--- config.mk ---
export PLATFORM = sky130hd
export DESIGN_NAME = i2c_idx_target
export DESIGN_NICKNAME = d
export VERILOG_FILES = /design/src/rtl/i2c_idx_pkg.sv /design/src/rtl/i2c_line_filt.sv /design/src/rtl/i2c_idx_regs.sv /design/src/rtl/i2c_idx_fsm.sv /design/src/rtl/i2c_idx_target.sv
export SDC_FILE = /design/constraint.sdc
export NUM_CORES = 1
export LEC_CHECK = 0
export BUFFER_PORTS_ARGS = -buffer_cell sky130_fd_sc_hd__buf_2
export CAP_MARGIN = 20
export CORE_UTILIZATION = 30
export CTS_BUF_LIST = sky130_fd_sc_hd__clkbuf_2
export DETAILED_ROUTE_END_ITERATION = 12
export PLACE_DENSITY = 0.58
export SLEW_MARGIN = 20
export SYNTH_ARGS = -nofsm -noshare
export SYNTH_HDL_FRONTEND = slang
export SYNTH_HIERARCHICAL = 1
export SYNTH_SLANG_ARGS = --single-unit
--- constraint.sdc ---
create_clock -name clk_i -period 3.2 [get_ports clk_i]
set_input_delay 0.32 -clock clk_i [delete_from_list [all_inputs] [get_ports clk_i]]
set_output_delay 0.32 -clock clk_i [all_outputs]
set_load 0.02 [all_outputs]
--- src/rtl/i2c_idx_pkg.sv ---
package i2c_idx_pkg;
  typedef enum logic [3:0] {
    ST_IDLE,
    ST_ADDR,
    ST_ADDR_ACK,
    ST_INDEX,
    ST_INDEX_ACK,
    ST_COUNT,
    ST_COUNT_ACK,
    ST_WDATA,
    ST_WDATA_ACK,
    ST_TX,
    ST_TX_ACK,
    ST_WAIT
  } tgt_state_e;
endpackage

--- src/rtl/i2c_line_filt.sv ---
module i2c_line_filt #(
  parameter int FILT_LEN = 3
) (
  input  logic clk_i,
  input  logic rst_ni,
  input  logic line_i,
  output logic line_o
);
  logic [1:0]          sync_q;
  logic [FILT_LEN-1:0] hist_q;

  always_ff @(posedge clk_i or negedge rst_ni) begin
    if (!rst_ni) begin
      sync_q <= 2'b11;
      hist_q <= '1;
      line_o <= 1'b1;
    end else begin
      sync_q <= {sync_q[0], line_i};
      hist_q <= {hist_q[FILT_LEN-2:0], sync_q[1]};
      if (&hist_q)       line_o <= 1'b1;
      else if (~|hist_q) line_o <= 1'b0;
    end
  end
endmodule

--- src/rtl/i2c_idx_regs.sv ---
module i2c_idx_regs #(
  parameter int NUM_REGS  = 16,
  parameter int COUNT_IDX = 8
) (
  input  logic                  clk_i,
  input  logic                  rst_ni,
  input  logic                  wr_en_i,
  input  logic [7:0]            wr_addr_i,
  input  logic [7:0]            wr_data_i,
  input  logic [7:0]            rd_addr_i,
  output logic [7:0]            rd_data_o,
  output logic [7:0]            cnt_data_o,
  output logic [NUM_REGS*8-1:0] regs_o
);
  localparam int AW = (NUM_REGS > 1) ? $clog2(NUM_REGS) : 1;
  localparam logic [8:0] NREG9 = 9'(NUM_REGS);

  logic [7:0] regs_q [NUM_REGS];

  for (genvar g = 0; g < NUM_REGS; g++) begin : g_reg
    always_ff @(posedge clk_i or negedge rst_ni) begin
      if (!rst_ni)                              regs_q[g] <= 8'h00;
      else if (wr_en_i && wr_addr_i == 8'(g))   regs_q[g] <= wr_data_i;
    end
    assign regs_o[g*8 +: 8] = regs_q[g];
  end

  assign rd_data_o  = ({1'b0, rd_addr_i} < NREG9) ? regs_q[rd_addr_i[AW-1:0]] : 8'h00;
  assign cnt_data_o = regs_q[COUNT_IDX];
endmodule

--- src/rtl/i2c_idx_fsm.sv ---
module i2c_idx_fsm
  import i2c_idx_pkg::*;
#(
  parameter logic [6:0] TGT_ADDR = 7'h69,
  parameter int         NUM_REGS = 16
) (
  input  logic       clk_i,
  input  logic       rst_ni,
  input  logic       scl_f_i,
  input  logic       sda_f_i,
  input  logic [7:0] rd_data_i,
  input  logic [7:0] cnt_data_i,
  output logic       sda_oe_o,
  output logic       wr_en_o,
  output logic [7:0] wr_addr_o,
  output logic [7:0] wr_data_o,
  output logic [7:0] rd_addr_o,
  output tgt_state_e state_o,
  output logic       start_o,
  output logic       stop_o
);
  localparam logic [8:0] NREG9 = 9'(NUM_REGS);

  tgt_state_e state_q;
  logic       scl_q, sda_q;
  logic [3:0] bit_q;
  logic [7:0] sh_q, idx_q, rem_q;
  logic       rw_q, hack_q, oe_q;
  logic       scl_rise, scl_fall, byte_end;

  assign scl_rise = scl_f_i & ~scl_q;
  assign scl_fall = ~scl_f_i & scl_q;
  assign start_o  = scl_f_i & scl_q & sda_q & ~sda_f_i;
  assign stop_o   = scl_f_i & scl_q & ~sda_q & sda_f_i;
  assign byte_end = scl_fall && bit_q == 4'd8;

  assign wr_en_o   = (state_q == ST_WDATA) && byte_end && rem_q != 8'd0 &&
                     ({1'b0, idx_q} < NREG9);
  assign wr_addr_o = idx_q;
  assign wr_data_o = sh_q;
  assign rd_addr_o = idx_q;
  assign sda_oe_o  = oe_q;
  assign state_o   = state_q;

  always_ff @(posedge clk_i or negedge rst_ni) begin
    if (!rst_ni) begin
      state_q <= ST_IDLE;
      scl_q   <= 1'b1;
      sda_q   <= 1'b1;
      bit_q   <= '0;
      sh_q    <= '0;
      idx_q   <= '0;
      rem_q   <= '0;
      rw_q    <= 1'b0;
      hack_q  <= 1'b0;
      oe_q    <= 1'b0;
    end else begin
      scl_q <= scl_f_i;
      sda_q <= sda_f_i;
      if (stop_o) begin
        state_q <= ST_IDLE;
        oe_q    <= 1'b0;
      end else if (start_o) begin
        state_q <= ST_ADDR;
        bit_q   <= '0;
        oe_q    <= 1'b0;
      end else begin
        unique case (state_q)
          ST_ADDR, ST_INDEX, ST_COUNT, ST_WDATA: begin
            if (scl_rise && bit_q < 4'd8) begin
              sh_q  <= {sh_q[6:0], sda_f_i};
              bit_q <= bit_q + 4'd1;
            end else if (byte_end) begin
              bit_q <= '0;
              if (state_q == ST_ADDR) begin
                if (sh_q[7:1] == TGT_ADDR) begin
                  rw_q    <= sh_q[0];
                  oe_q    <= 1'b1;
                  state_q <= ST_ADDR_ACK;
                end else begin
                  state_q <= ST_WAIT;
                end
              end else if (state_q == ST_INDEX) begin
                idx_q   <= sh_q;
                oe_q    <= 1'b1;
                state_q <= ST_INDEX_ACK;
              end else if (state_q == ST_COUNT) begin
                rem_q   <= sh_q;
                oe_q    <= 1'b1;
                state_q <= ST_COUNT_ACK;
              end else if (rem_q != 8'd0) begin
                rem_q   <= rem_q - 8'd1;
                idx_q   <= idx_q + 8'd1;
                oe_q    <= 1'b1;
                state_q <= ST_WDATA_ACK;
              end else begin
                state_q <= ST_WAIT;
              end
            end
          end
          ST_ADDR_ACK: begin
            if (scl_fall) begin
              bit_q <= '0;
              if (rw_q) begin
                sh_q    <= cnt_data_i;
                oe_q    <= ~cnt_data_i[7];
                state_q <= ST_TX;
              end else begin
                oe_q    <= 1'b0;
                state_q <= ST_INDEX;
              end
            end
          end
          ST_INDEX_ACK, ST_COUNT_ACK, ST_WDATA_ACK: begin
            if (scl_fall) begin
              oe_q    <= 1'b0;
              state_q <= (state_q == ST_INDEX_ACK) ? ST_COUNT : ST_WDATA;
            end
          end
          ST_TX: begin
            if (scl_rise && bit_q < 4'd8) begin
              bit_q <= bit_q + 4'd1;
            end else if (scl_fall) begin
              if (bit_q == 4'd8) begin
                oe_q    <= 1'b0;
                bit_q   <= '0;
                state_q <= ST_TX_ACK;
              end else begin
                sh_q <= {sh_q[6:0], 1'b0};
                oe_q <= ~sh_q[6];
              end
            end
          end
          ST_TX_ACK: begin
            if (scl_rise) begin
              hack_q <= ~sda_f_i;
              bit_q  <= 4'd1;
            end else if (scl_fall && bit_q == 4'd1) begin
              bit_q <= '0;
              if (hack_q) begin
                sh_q    <= rd_data_i;
                oe_q    <= ~rd_data_i[7];
                idx_q   <= idx_q + 8'd1;
                state_q <= ST_TX;
              end else begin
                state_q <= ST_WAIT;
              end
            end
          end
          default: ;
        endcase
      end
    end
  end
endmodule

--- src/rtl/i2c_idx_target.sv ---
module i2c_idx_target
  import i2c_idx_pkg::*;
#(
  parameter int         NUM_REGS  = 16,
  parameter logic [6:0] TGT_ADDR  = 7'h69,
  parameter int         COUNT_IDX = 8,
  parameter int         FILT_LEN  = 3
) (
  input  logic                  clk_i,
  input  logic                  rst_ni,
  input  logic                  scl_i,
  input  logic                  sda_i,
  output logic                  sda_oe_o,
  output logic [NUM_REGS*8-1:0] regs_o
);
  logic [1:0] raw, filt;
  logic       scl_f, sda_f;
  logic       wr_en;
  logic [7:0] wr_addr, wr_data, rd_addr, rd_data, cnt_data;
  logic       start_det, stop_det;
  tgt_state_e state_q;

  assign raw = {sda_i, scl_i};

  for (genvar g = 0; g < 2; g++) begin : g_line
    i2c_line_filt #(.FILT_LEN(FILT_LEN)) u_filt (
      .clk_i (clk_i),
      .rst_ni(rst_ni),
      .line_i(raw[g]),
      .line_o(filt[g])
    );
  end

  assign scl_f = filt[0];
  assign sda_f = filt[1];

  i2c_idx_fsm #(.TGT_ADDR(TGT_ADDR), .NUM_REGS(NUM_REGS)) u_fsm (
    .clk_i     (clk_i),
    .rst_ni    (rst_ni),
    .scl_f_i   (scl_f),
    .sda_f_i   (sda_f),
    .rd_data_i (rd_data),
    .cnt_data_i(cnt_data),
    .sda_oe_o  (sda_oe_o),
    .wr_en_o   (wr_en),
    .wr_addr_o (wr_addr),
    .wr_data_o (wr_data),
    .rd_addr_o (rd_addr),
    .state_o   (state_q),
    .start_o   (start_det),
    .stop_o    (stop_det)
  );

  i2c_idx_regs #(.NUM_REGS(NUM_REGS), .COUNT_IDX(COUNT_IDX)) u_regs (
    .clk_i     (clk_i),
    .rst_ni    (rst_ni),
    .wr_en_i   (wr_en),
    .wr_addr_i (wr_addr),
    .wr_data_i (wr_data),
    .rd_addr_i (rd_addr),
    .rd_data_o (rd_data),
    .cnt_data_o(cnt_data),
    .regs_o    (regs_o)
  );
endmodule

-- Word-level counts from Yosys, hierarchy flattened
Cells that the tools add are included.
- flip-flop bits (word level): 177
- input bits: 4
- output and inout port bits: 129
- word-level logic and storage cells: 241
- add/sub/neg operators: 3
- order comparisons: 3
- eq/ne operators: 61
- multiplexer cells: 79
- bitwise operators: 20
- reductions and logical operators: 43
- operators with widths (cell ; number):
    $mux W8 ; 23
    $mux W4 ; 25
    $eq A8 B4 Y1 const B ; 8
    $bmux W8 S4 ; 1
    $eq A8 B3 Y1 const B ; 4
    $pmux W8 S4 ; 1
    $ne A4 B3 Y1 const B ; 7
    $reduce_and A12 Y1 ; 2
    $logic_and A1 B1 Y1 ; 22
    $mux W1 ; 22
    $pmux W4 S5 ; 1
    $ne A2 B1 Y1 const B ; 9
    $eq A4 B3 Y1 const B ; 4
    $eq A4 B4 Y1 const B ; 4
    $eq A8 B2 Y1 const B ; 2
    $ne A4 B2 Y1 const B ; 4
    $pmux W4 S4 ; 1
    $pmux W8 S2 ; 1
    $reduce_and A7 Y1 ; 2
    $ne A4 B4 Y1 const B ; 3
    $not A1 Y1 ; 12
    $reduce_and A11 Y1 ; 1
    $ne A2 B2 Y1 const B ; 5
    $reduce_and A10 Y1 ; 1
    29 further kinds ; 44

-- Longest topological paths before layout
Gate-level depths: netlist (run 1).
- depth after elaboration: 12
- depth in mapped cells: 11
- depth with buffers taken out: 10

-- By module
Netlist (run 1), hierarchy kept.
- by module, submodules not included (module ; times used ; cells each ; area an instance (µm²) ; seq. area each (µm²)):
    i2c_idx_regs ; 1 ; 405 ; 6077.1 ; 3203.1
    i2c_idx_fsm ; 1 ; 315 ; 2695.1 ; 928.4
    i2c_line_filt ; 2 ; 10 ; 176.4 ; 157.7

-- Worst setup path before layout (run 1)
Ideal clock, no wire load.
- kind: register to register
- start: reg u_fsm.state_q[2], in the netlist u_fsm/state_o[2]
- end: reg u_regs.regs_q (netlist bit u_regs/regs_o[104])
- setup time: 125 ps
- arrival: 2985 ps
- required time: 3075 ps
- slack: 90 ps
- cell stages (with the launch flop): 10
- path buffers: 3
- clock period less this slack: 3110 ps
- cells stage by stage: dfrtp_1 -> clkbuf_1 -> clkbuf_1 -> or4b_1 -> nor4_1 -> or4b_4 -> nor4b_4 -> nor2b_1 -> buf_4 -> mux2_2
- longest elaborated chain between the ends: 5
- RTL lines (item ; line ; source):
    from (decl) ; i2c_idx_fsm.sv:24 ; tgt_state_e state_q;
    from (signal assigned) ; i2c_idx_fsm.sv:117 ; state_q <= (state_q == ST_INDEX_ACK) ? ST_COUNT : ST_WDATA;
    $eq A4 B3 Y1 ; i2c_idx_fsm.sv:37 ; assign wr_en_o = (state_q == ST_WDATA) && byte_end && rem_q != 8'd0 &&
    $logic_and A1 B1 Y1 (3 in series) ; i2c_idx_fsm.sv:37 ;
    named net wr_en ; i2c_idx_target.sv:18 ; logic wr_en;
    $logic_and A1 B1 Y1 ; i2c_idx_regs.sv:23 ; else if (wr_en_i && wr_addr_i == 8'(g)) regs_q[g] <= wr_data_i;
    to (signal, indexed assignment) ; i2c_idx_regs.sv:23 ;
    to (decl) ; i2c_idx_regs.sv:18 ; logic [7:0] regs_q [NUM_REGS];
The timed path passes the listed nets, and every way through them passes these cells.
A chain may end at the register's enable or synchronous reset.

-- Worst setup path in the final report (run 1)
- start: reg u_fsm.bit_q[1]
- end: reg u_regs.regs_q (netlist bit u_regs/regs_o[40])
- longest elaborated chain between the ends: 6
- RTL lines (item ; line ; source):
    from (decl) ; i2c_idx_fsm.sv:26 ; logic [3:0] bit_q;
    from (signal assigned) ; i2c_idx_fsm.sv:72 ; bit_q <= bit_q + 4'd1;
    from (signal assigned) ; i2c_idx_fsm.sv:122 ; bit_q <= bit_q + 4'd1;
    $eq A4 B4 Y1 ; i2c_idx_fsm.sv:35 ; assign byte_end = scl_fall && bit_q == 4'd8;
    $logic_and A1 B1 Y1 ; i2c_idx_fsm.sv:35 ;
    $logic_and A1 B1 Y1 (3 in series) ; i2c_idx_fsm.sv:37 ;
    named net wr_en ; i2c_idx_target.sv:18 ;
    $logic_and A1 B1 Y1 ; i2c_idx_regs.sv:23 ;
The timed path passes the listed nets, and every way through them passes these cells.

==> out/qor.txt, run 1 <==
Post-Syn Nets: 749
Number of global-route vias before repair: 6,713
Fmax: 332.7 MHz
Power per cell area: 607.3 nW/µm²
Post-DR wirelength/cell: 20.60 µm
WP data arrival: 3.65 ns
Synth Warn #: 6
# port buffers: 132
Via count: 6,768
Post-Syn Area per Cell: 12.34 µm²
CTS Sinks: 177
DRC violations left: 0
Final Hold Viols: 0
Slew @ Worst Pin: 0.9663 ns
Unrepaired setup endpoints after global routing: true
Fin Setup TNS: 0 ns
GPL Wtd Cong: 0.8775
Worst hold-check path type: in2async
Met2 Use GR: 27.20%
Most common cell after layout, fill and taps aside: dfrtp_1
Setup slack, reg-to-reg: 0.19 ns
Final core occ: 35.94%
HPWL Detailed: 18.70 mm
Layout cells sized above 1: 46.14%
Tmin final: 3.006 ns
# nets final: 890
Startpoint Class: flop
Setup ws final: 0.1943 ns
CTS Buffer Depth: 2
Final Skew: 0.03880 ns
Clk_lat worst skew: 0.75 ns
Final instance area: 10,710 µm²
Initial core utilization: 30.61%
Worst-path fanout max: 8
CTS root buf: clkbuf_2
Initial antenna violation count: 1
Die ar.: 31,100 µm²
H-tree depth: 4
Area grow syn2layout: 17.39%
Filler instances: 2,996
WL final: 26.45 mm
Post-Layout Cell Count: 1,284
VDD IR-drop max: 0.0002635 V
Vias/cell: 5.271
WS Path Type: reg2reg
Die X: 176.4 µm
Initial DRC Count: 523
Pin count of the biggest net entering global routing: 72
Die height: 176.4 µm
Site Rows: 63
# IOs: 133
Data required, critical path: 3.84 ns
Critical Path Sink Type: flop
First-pass GRT wire length: 40.81 mm
Pleak: 5.210 nW
1st-pass router iterations: 5
Area of the mapped netlist: 9121 µm²
Post-route ant nets: 0
Hold_ws: 0.1145 ns
Busiest grt layer: met2
Most frequent cells in the layout: dfrtp_1 (162), mux2_2 (137), buf_2 (131)
Placed inst area: 10,380 µm²
GR Util All Layers: 17.29%
Cells after synthesis: 739
Pins Over Slew Limit: 0
Relative slew margins: 35.58%
Met3 Use GR: 4.134%
Placed Cells: 1,246
Tot Pwr: 6.503 mW
Multi-input logic area: 4367 µm²
Met1 GRT Util: 23.40%
Core area: 29,800 µm²
FF+latch area: 4448 µm²
Crit share post-route: 93.93%
CTS buffer count: 17
Endpoints failing setup: 0
Post-place setup slack: 0.01217 ns
GR Overflow Total: 0
CTS tree: yes
Maxcap violations: 0
Worst-path clk slew: 0.29 ns
Status: complete, no violations
[registers in the layout, summed over array words and instances, names as in the netlist, 2 cells and up]
register              cells
u_fsm/bit_q               4
u_fsm/wr_data_o           8
g_line.u_filt/line_o      2
u_regs/regs_o           120
g_line.u_filt/hist_q      6
u_fsm/rd_addr_o           8
u_regs/cnt_data_o         8
g_line.u_filt/sync_q      4
u_fsm/rem_q               8
u_fsm/state_o             4
[per-layer routing]
metal	up-vias	part of all wire, %
li1	3057	-
met1	3470	45
met2	213	46
met3	28	6.0
met4	0	2.1
met5	-	0
[worst max-delay path, cell delays in order (launching register included)]
cell	delay, ns
dfrtp_1	0.47
inv_1	0.09
ha_1	0.14
and3b_1	0.20
and2_1	0.17
nand3b_1	0.12
nor4_2	0.16
or4b_4	0.55
nor4b_4	0.30
buf_4	0.18
nand2_2	0.19
mux2_2	0.35
[layout make-up]
type                       count  area share, %
tap                          390          4.557
inverter                       8         0.2804
clock inverter                14          1.402
timing repair buffer         182          10.57
multi-input combinational    494          40.78
antenna                        1        0.02337
sequential                   177          41.54
clock buffer                  18         0.8413
[power by group]
group	internal [mW]	leakage [nW]	switching, mW
clock network	0.313	0.131	0.878
registers	2.41	2.39	0.204
logic	1.01	2.69	1.69
total	3.73	5.21	2.77
[worst paths after layout]
check                      cells after the start                       start                         end
setup / recovery                              11              u_fsm/bit_q[1]           u_regs/regs_o[40]
max in group asynchronous                      3                      rst_ni  g_line[1].u_filt/sync_q[1]
hold reg to reg                                0  g_line[0].u_filt/sync_q[0]  g_line[0].u_filt/sync_q[1]
min in group clk_i                             2                       sda_i  g_line[1].u_filt/sync_q[0]
hold / removal                                 2                      rst_ni            u_fsm/state_o[3]
setup reg to reg                              11              u_fsm/bit_q[1]           u_regs/regs_o[40]
[timing repair]
action                                  4_1_cts  5_1_grt
hold buffers                                  3        0
setup buffers                                 0        2
gates resized for setup                       1        9
endpoints found under the hold margin        70        0
pin swaps                                     0        3
endpoints found under the setup margin        4      103
No activity file was read; power rests on OpenSTA's default activity.
==> run 2, diff against run 1 <==
BUFFER_PORTS_ARGS = default   (was -buffer_cell sky130_fd_sc_hd__buf_2)
DONT_BUFFER_PORTS = 1   (was default)
PLACE_DENSITY = 0.54   (was 0.58)
==> run 2 against run 1 <==
Effect of this change:
- the run now ends with negative hold slack left
- register-to-register slack got worse by 0.07 ns
- worst setup slack got worse by 0.073 ns
- count of clock-buffer cells in the layout grew 2
- fmax shrank 2.4%
==> out/qor.txt, run 2 (same netlist as run 1, synthesis figures left out) <==
Placed inst area: 9659 µm²
DRC violations left: 0
Final Hold Viols: 177
Pins Over Slew Limit: 0
CTS root buf: clkbuf_2
Number of global-route vias before repair: 6,197
CTS tree: yes
Final instance area: 9899 µm²
GR Overflow Total: 0
Layout cells sized above 1: 35.93%
Critical Path Sink Type: flop
Power per cell area: 628.7 nW/µm²
Post-route ant nets: 0
Final Skew: 0.02698 ns
Die ar.: 31,100 µm²
Placed Cells: 1,111
Vias/cell: 5.449
Post-CTS Setup Inserts: 0
1st-pass router iterations: 5
Worst-path clk slew: 0.26 ns
# IOs: 133
VDD IR-drop max: 0.0003422 V
GPL Wtd Cong: 0.8690
Post-Layout Cell Count: 1,148
CTS Hold Buffers Added: 4
Tmin final: 3.079 ns
WP data arrival: 3.73 ns
CTS buffer count: 17
First-pass GRT wire length: 40.24 mm
Core area: 29,800 µm²
Area grow syn2layout: 8.532%
Crit share post-route: 96.22%
Failing checks: negative hold slack
Worst-path fanout max: 8
Die X: 176.4 µm
WL final: 26.40 mm
Initial DRC Count: 427
Tot Pwr: 6.223 mW
Via count: 6,256
Slew @ Worst Pin: 0.9189 ns
Clk_lat worst skew: 0.75 ns
Die height: 176.4 µm
H-tree depth: 4
Post-DR wirelength/cell: 23.00 µm
Most frequent cells in the layout: dfrtp_1 (162), mux2_2 (137), buf_4 (38)
Worst hold-check path type: in2async
HPWL Detailed: 18.16 mm
Largest register FFs: 120
Relative slew margins: 38.74%
# nets final: 754
Data required, critical path: 3.85 ns
Pin count of the biggest net entering global routing: 178
Fmax: 324.8 MHz
Maxcap violations: 0
Most common cell after layout, fill and taps aside: dfrtp_1
Endpoints failing setup: 0
# port buffers: 0
WS Path Type: reg2reg
GR Util All Layers: 17.35%
CTS Buffer Depth: 2
Initial antenna violation count: 1
CTS Sinks: 177
Initial core utilization: 30.61%
Pleak: 4.389 nW
Status: complete, but fails checks
Site Rows: 63
Startpoint Class: flop
Hold_ws: -0.7834 ns
Filler instances: 2,980
## run 2: area by class of cell
| cell class | count | area, µm² | area share, % |
|---|---|---|---|
| Tap cell | 390 | 488.0 | 4.929 |
| Clock inverter | 12 | 82.58 | 0.8342 |
| Multi-Input combinational cell | 494 | 4349 | 43.93 |
| Clock buffer | 20 | 100.1 | 1.011 |
| Antenna cell | 1 | 2.502 | 0.02528 |
| Timing Repair Buffer | 46 | 396.6 | 4.007 |
| Sequential cell | 177 | 4451 | 44.96 |
| Inverter | 8 | 30.03 | 0.3033 |
## run 2: worst max-delay path, stage by stage, from the launching register on
cell and delay [ns]:
dfrtp_1 0.46, inv_1 0.09, ha_1 0.13, and3b_1 0.18, and2_1 0.15, nand3b_1 0.14, nor4_2 0.27, or4b_4 0.56
nand4bb_4 0.28, and2b_4 0.38, mux2_2 0.36
## run 2: final timing paths
| kind | startpoint | end | slack, ns | depth (start not counted) |
|---|---|---|---|---|
| worst max register to register | u_fsm/bit_q[1] | u_regs/regs_o[62] | 0.12 | 10 |
| worst min-delay path | rst_ni | u_fsm/sda_oe_o | -0.78 | 0 |
| max in group asynchronous | rst_ni | u_fsm/scl_q | 3.47 | 0 |
| min in group clk_i | g_line[0].u_filt/sync_q[1] | g_line[0].u_filt/hist_q[0] | 0.36 | 0 |
| worst max-delay path | u_fsm/bit_q[1] | u_regs/regs_o[62] | 0.12 | 10 |
| worst min register to register | g_line[0].u_filt/sync_q[1] | g_line[0].u_filt/hist_q[0] | 0.36 | 0 |
## run 2: where the power goes
part / switching, mW / internal [mW] / leakage (nW)
sequential: 0.294 / 2.41 / 2.39
clock: 0.809 / 0.214 / 0.114
combinational: 1.54 / 0.959 / 1.89
## run 2: metal layers
metal / share of wire, % / GRT usage, % / wire [µm]
met1: 45 / 23.14 / 11760
met2: 45 / 26.28 / 11970
met3: 8.3 / 6.180 / 2185
met4: 1.8 / 5.172 / 480
met5: 0 / 0 / 0
## run 2: stage by stage
stage	setup WS (ns)	hold slack, ns	setup TNS [ns]	utilization, %
finish	0.1210	-0.7834	0	33.22
global route	-0.006390	-0.9157	-0.008888	33.22
floorplan	0.08997	0.02441	0	-
CTS	0.1005	-0.8650	0	33.17
detailed placement	0.06109	0.04904	0	32.42
global placement	0.08861	0.04877	0	32.42
## run 2: timing repair
action	in CTS	in global routing
endpoints found under the hold margin	179	177
pin swaps	0	1
endpoints found under the setup margin	1	27
resized for setup	1	4
==> run 3, diff against run 2 <==
RECOVER_POWER = 100   (was default)
==> run 3 against run 2 <==
Effect of this change:
- the run still ends with negative hold slack left
- highest routed layer unchanged
- sequential share of layout area grew 0.13 points
- power is essentially flat
- wire length grew 0.10%
- worst setup slack gained 0.017 ns
- core utilization shrank 0.097 points
- final area shrank 0.29%
- largest power group unchanged
==> out/qor.txt, run 3 (same netlist as run 1, synthesis figures left out) <==
1st-pass router iterations: 5
Clk_lat worst skew: 0.75 ns
Slew @ Worst Pin: 0.9269 ns
Worst-path clk slew: 0.26 ns
Tot Pwr: 6.219 mW
# nets final: 754
Endpoints failing setup: 0
Clk network pwr share: 16.5%
WP data arrival: 3.72 ns
Pleak: 4.372 nW
Initial antenna violation count: 1
# port buffers: 0
Number of global-route vias before repair: 6,197
Critical Path Sink Type: flop
Initial DRC Count: 458
Final instance area: 9871 µm²
Relative slew margins: 38.21%
Final Skew: 0.02958 ns
CTS root buf: clkbuf_2
Via count: 6,246
GR Overflow Total: 0
FF+latch area: 4451 µm²
Site Rows: 63
Vias/cell: 5.441
Power per cell area: 630.1 nW/µm²
Data required, critical path: 3.85 ns
GPL Wtd Cong: 0.8690
Crit share post-route: 95.67%
CP max-delay cell: or4b_4
Switching share of power: 42.57%
Slowest stage delay, CP: 0.56 ns
Tmin final: 3.062 ns
Initial core utilization: 30.61%
Final Hold Viols: 177
Post-DR wirelength/cell: 23.02 µm
GR Util All Layers: 17.35%
VDD IR-drop max: 0.0003452 V
Post-CTS Setup Inserts: 0
Pin count of the biggest net entering global routing: 178
CP Buf/Inv Count: 1
Failing checks: negative hold slack
Placed inst area: 9659 µm²
H-tree depth: 4
Reg power frac: 43.4%
Startpoint Class: flop
Worst hold-check path type: in2async
Logic pwr share: 40.1%
Maxcap violations: 0
Worst-path fanout max: 8
Hold_ws: -0.7799 ns
CTS Buffer Depth: 2
Largest register FFs: 120
CTS buffer count: 17
Post-place setup slack: 0.06109 ns
Most frequent cells in the layout: dfrtp_1 (162), mux2_2 (137), buf_4 (34)
P_sw: 2.648 mW
WS Path Type: reg2reg
Most common cell after layout, fill and taps aside: dfrtp_1
CTS Hold Buffers Added: 4
First-pass GRT wire length: 40.24 mm
Die X: 176.4 µm
Area grow syn2layout: 8.217%
CTS tree: yes
Multi-input logic area: 4334 µm²
Die ar.: 31,100 µm²
Fmax: 326.6 MHz
Filler instances: 2,988
Core area: 29,800 µm²
CP Cell Sequence: inv_1 -> ha_1 -> and3b_1 -> and2_1 -> nand3b_1 -> nor4_2 -> or4b_4 -> nand4bb_4 -> and2b_4 -> mux2_2
Setup ws final: 0.1384 ns
Status: complete, but fails checks
HPWL Detailed: 18.16 mm
Layout cells sized above 1: 34.48%
Post-route ant nets: 0
Cell Int Power: 3.572 mW
DRC violations left: 0
Die height: 176.4 µm
Crit-path leading delay family: simple AND/OR/NAND/NOR gates
# IOs: 133
Pins Over Slew Limit: 0
CTS Sinks: 177
WL final: 26.43 mm
run 3: cell count changes in the layout (fill, tap and decap cells not counted), sizes merged:
cell / before / now
buf: 42 / 38
clkbuf: 20 / 24
run 3: power by group through the flow:
stage                     logic [mW]  registers [mW]  clock network, mW
final                           2.49            2.70               1.02
after global routing            2.69            2.74               1.16
after floorplan                 1.82            2.63                  0
after CTS                       2.48            2.71               1.08
after global placement          2.46            2.75                  0
after detailed placement        2.48            2.75                  0
run 3: final timing paths:
kind	from	to	slack, ns	cells past startpoint
setup / recovery	u_fsm/bit_q[1]	u_regs/regs_o[62]	0.14	10
hold / removal	rst_ni	u_fsm/sda_oe_o	-0.78	0
setup reg to reg	u_fsm/bit_q[1]	u_regs/regs_o[62]	0.14	10
hold reg to reg	g_line[0].u_filt/sync_q[1]	g_line[0].u_filt/hist_q[0]	0.37	0
max in group asynchronous	rst_ni	u_fsm/scl_q	3.50	0
min in group clk_i	g_line[0].u_filt/sync_q[1]	g_line[0].u_filt/hist_q[0]	0.37	0
run 3: routing by layer:
metal  GRT usage, %  up-vias  share of wire [%]
met5              0        -                  0
met4          5.172        0                1.8
met3          6.180       21                7.8
met2          26.28      201                 45
met1          23.14     3244                 45
li1               -     2780                  -
run 3: per-stage QoR:
| stage | setup TNS (ns) | std cells | util (%) |
|---|---|---|---|
| 6_report | 0 | 1148 | 33.13 |
| 5_1_grt | -0.005258 | 1148 | 33.13 |
| 4_1_cts | 0 | 1147 | 33.17 |
| 3_5_place_dp | 0 | 1111 | 32.42 |
| 3_3_place_gp | 0 | 1111 | 32.42 |
| 2_1_floorplan | 0 | 739 | - |
run 3: area by class of cell:
| class | count | share of cell area (%) |
|---|---|---|
| Clock inverter | 12 | 0.8366 |
| Sequential cell | 177 | 45.09 |
| Timing Repair Buffer | 46 | 3.879 |
| Multi-Input combinational cell | 494 | 43.91 |
| Antenna cell | 1 | 0.02535 |
| Clock buffer | 20 | 1.014 |
| Tap cell | 390 | 4.944 |
| Inverter | 8 | 0.3042 |
run 3: repair_timing:
| item | 4_1_cts | 5_1_grt |
|---|---|---|
| gates resized for setup | 1 | 4 |
| pin swaps | 0 | 1 |
| setup endpoints to repair | 1 | 27 |
| endpoints found under the hold margin | 179 | 177 |
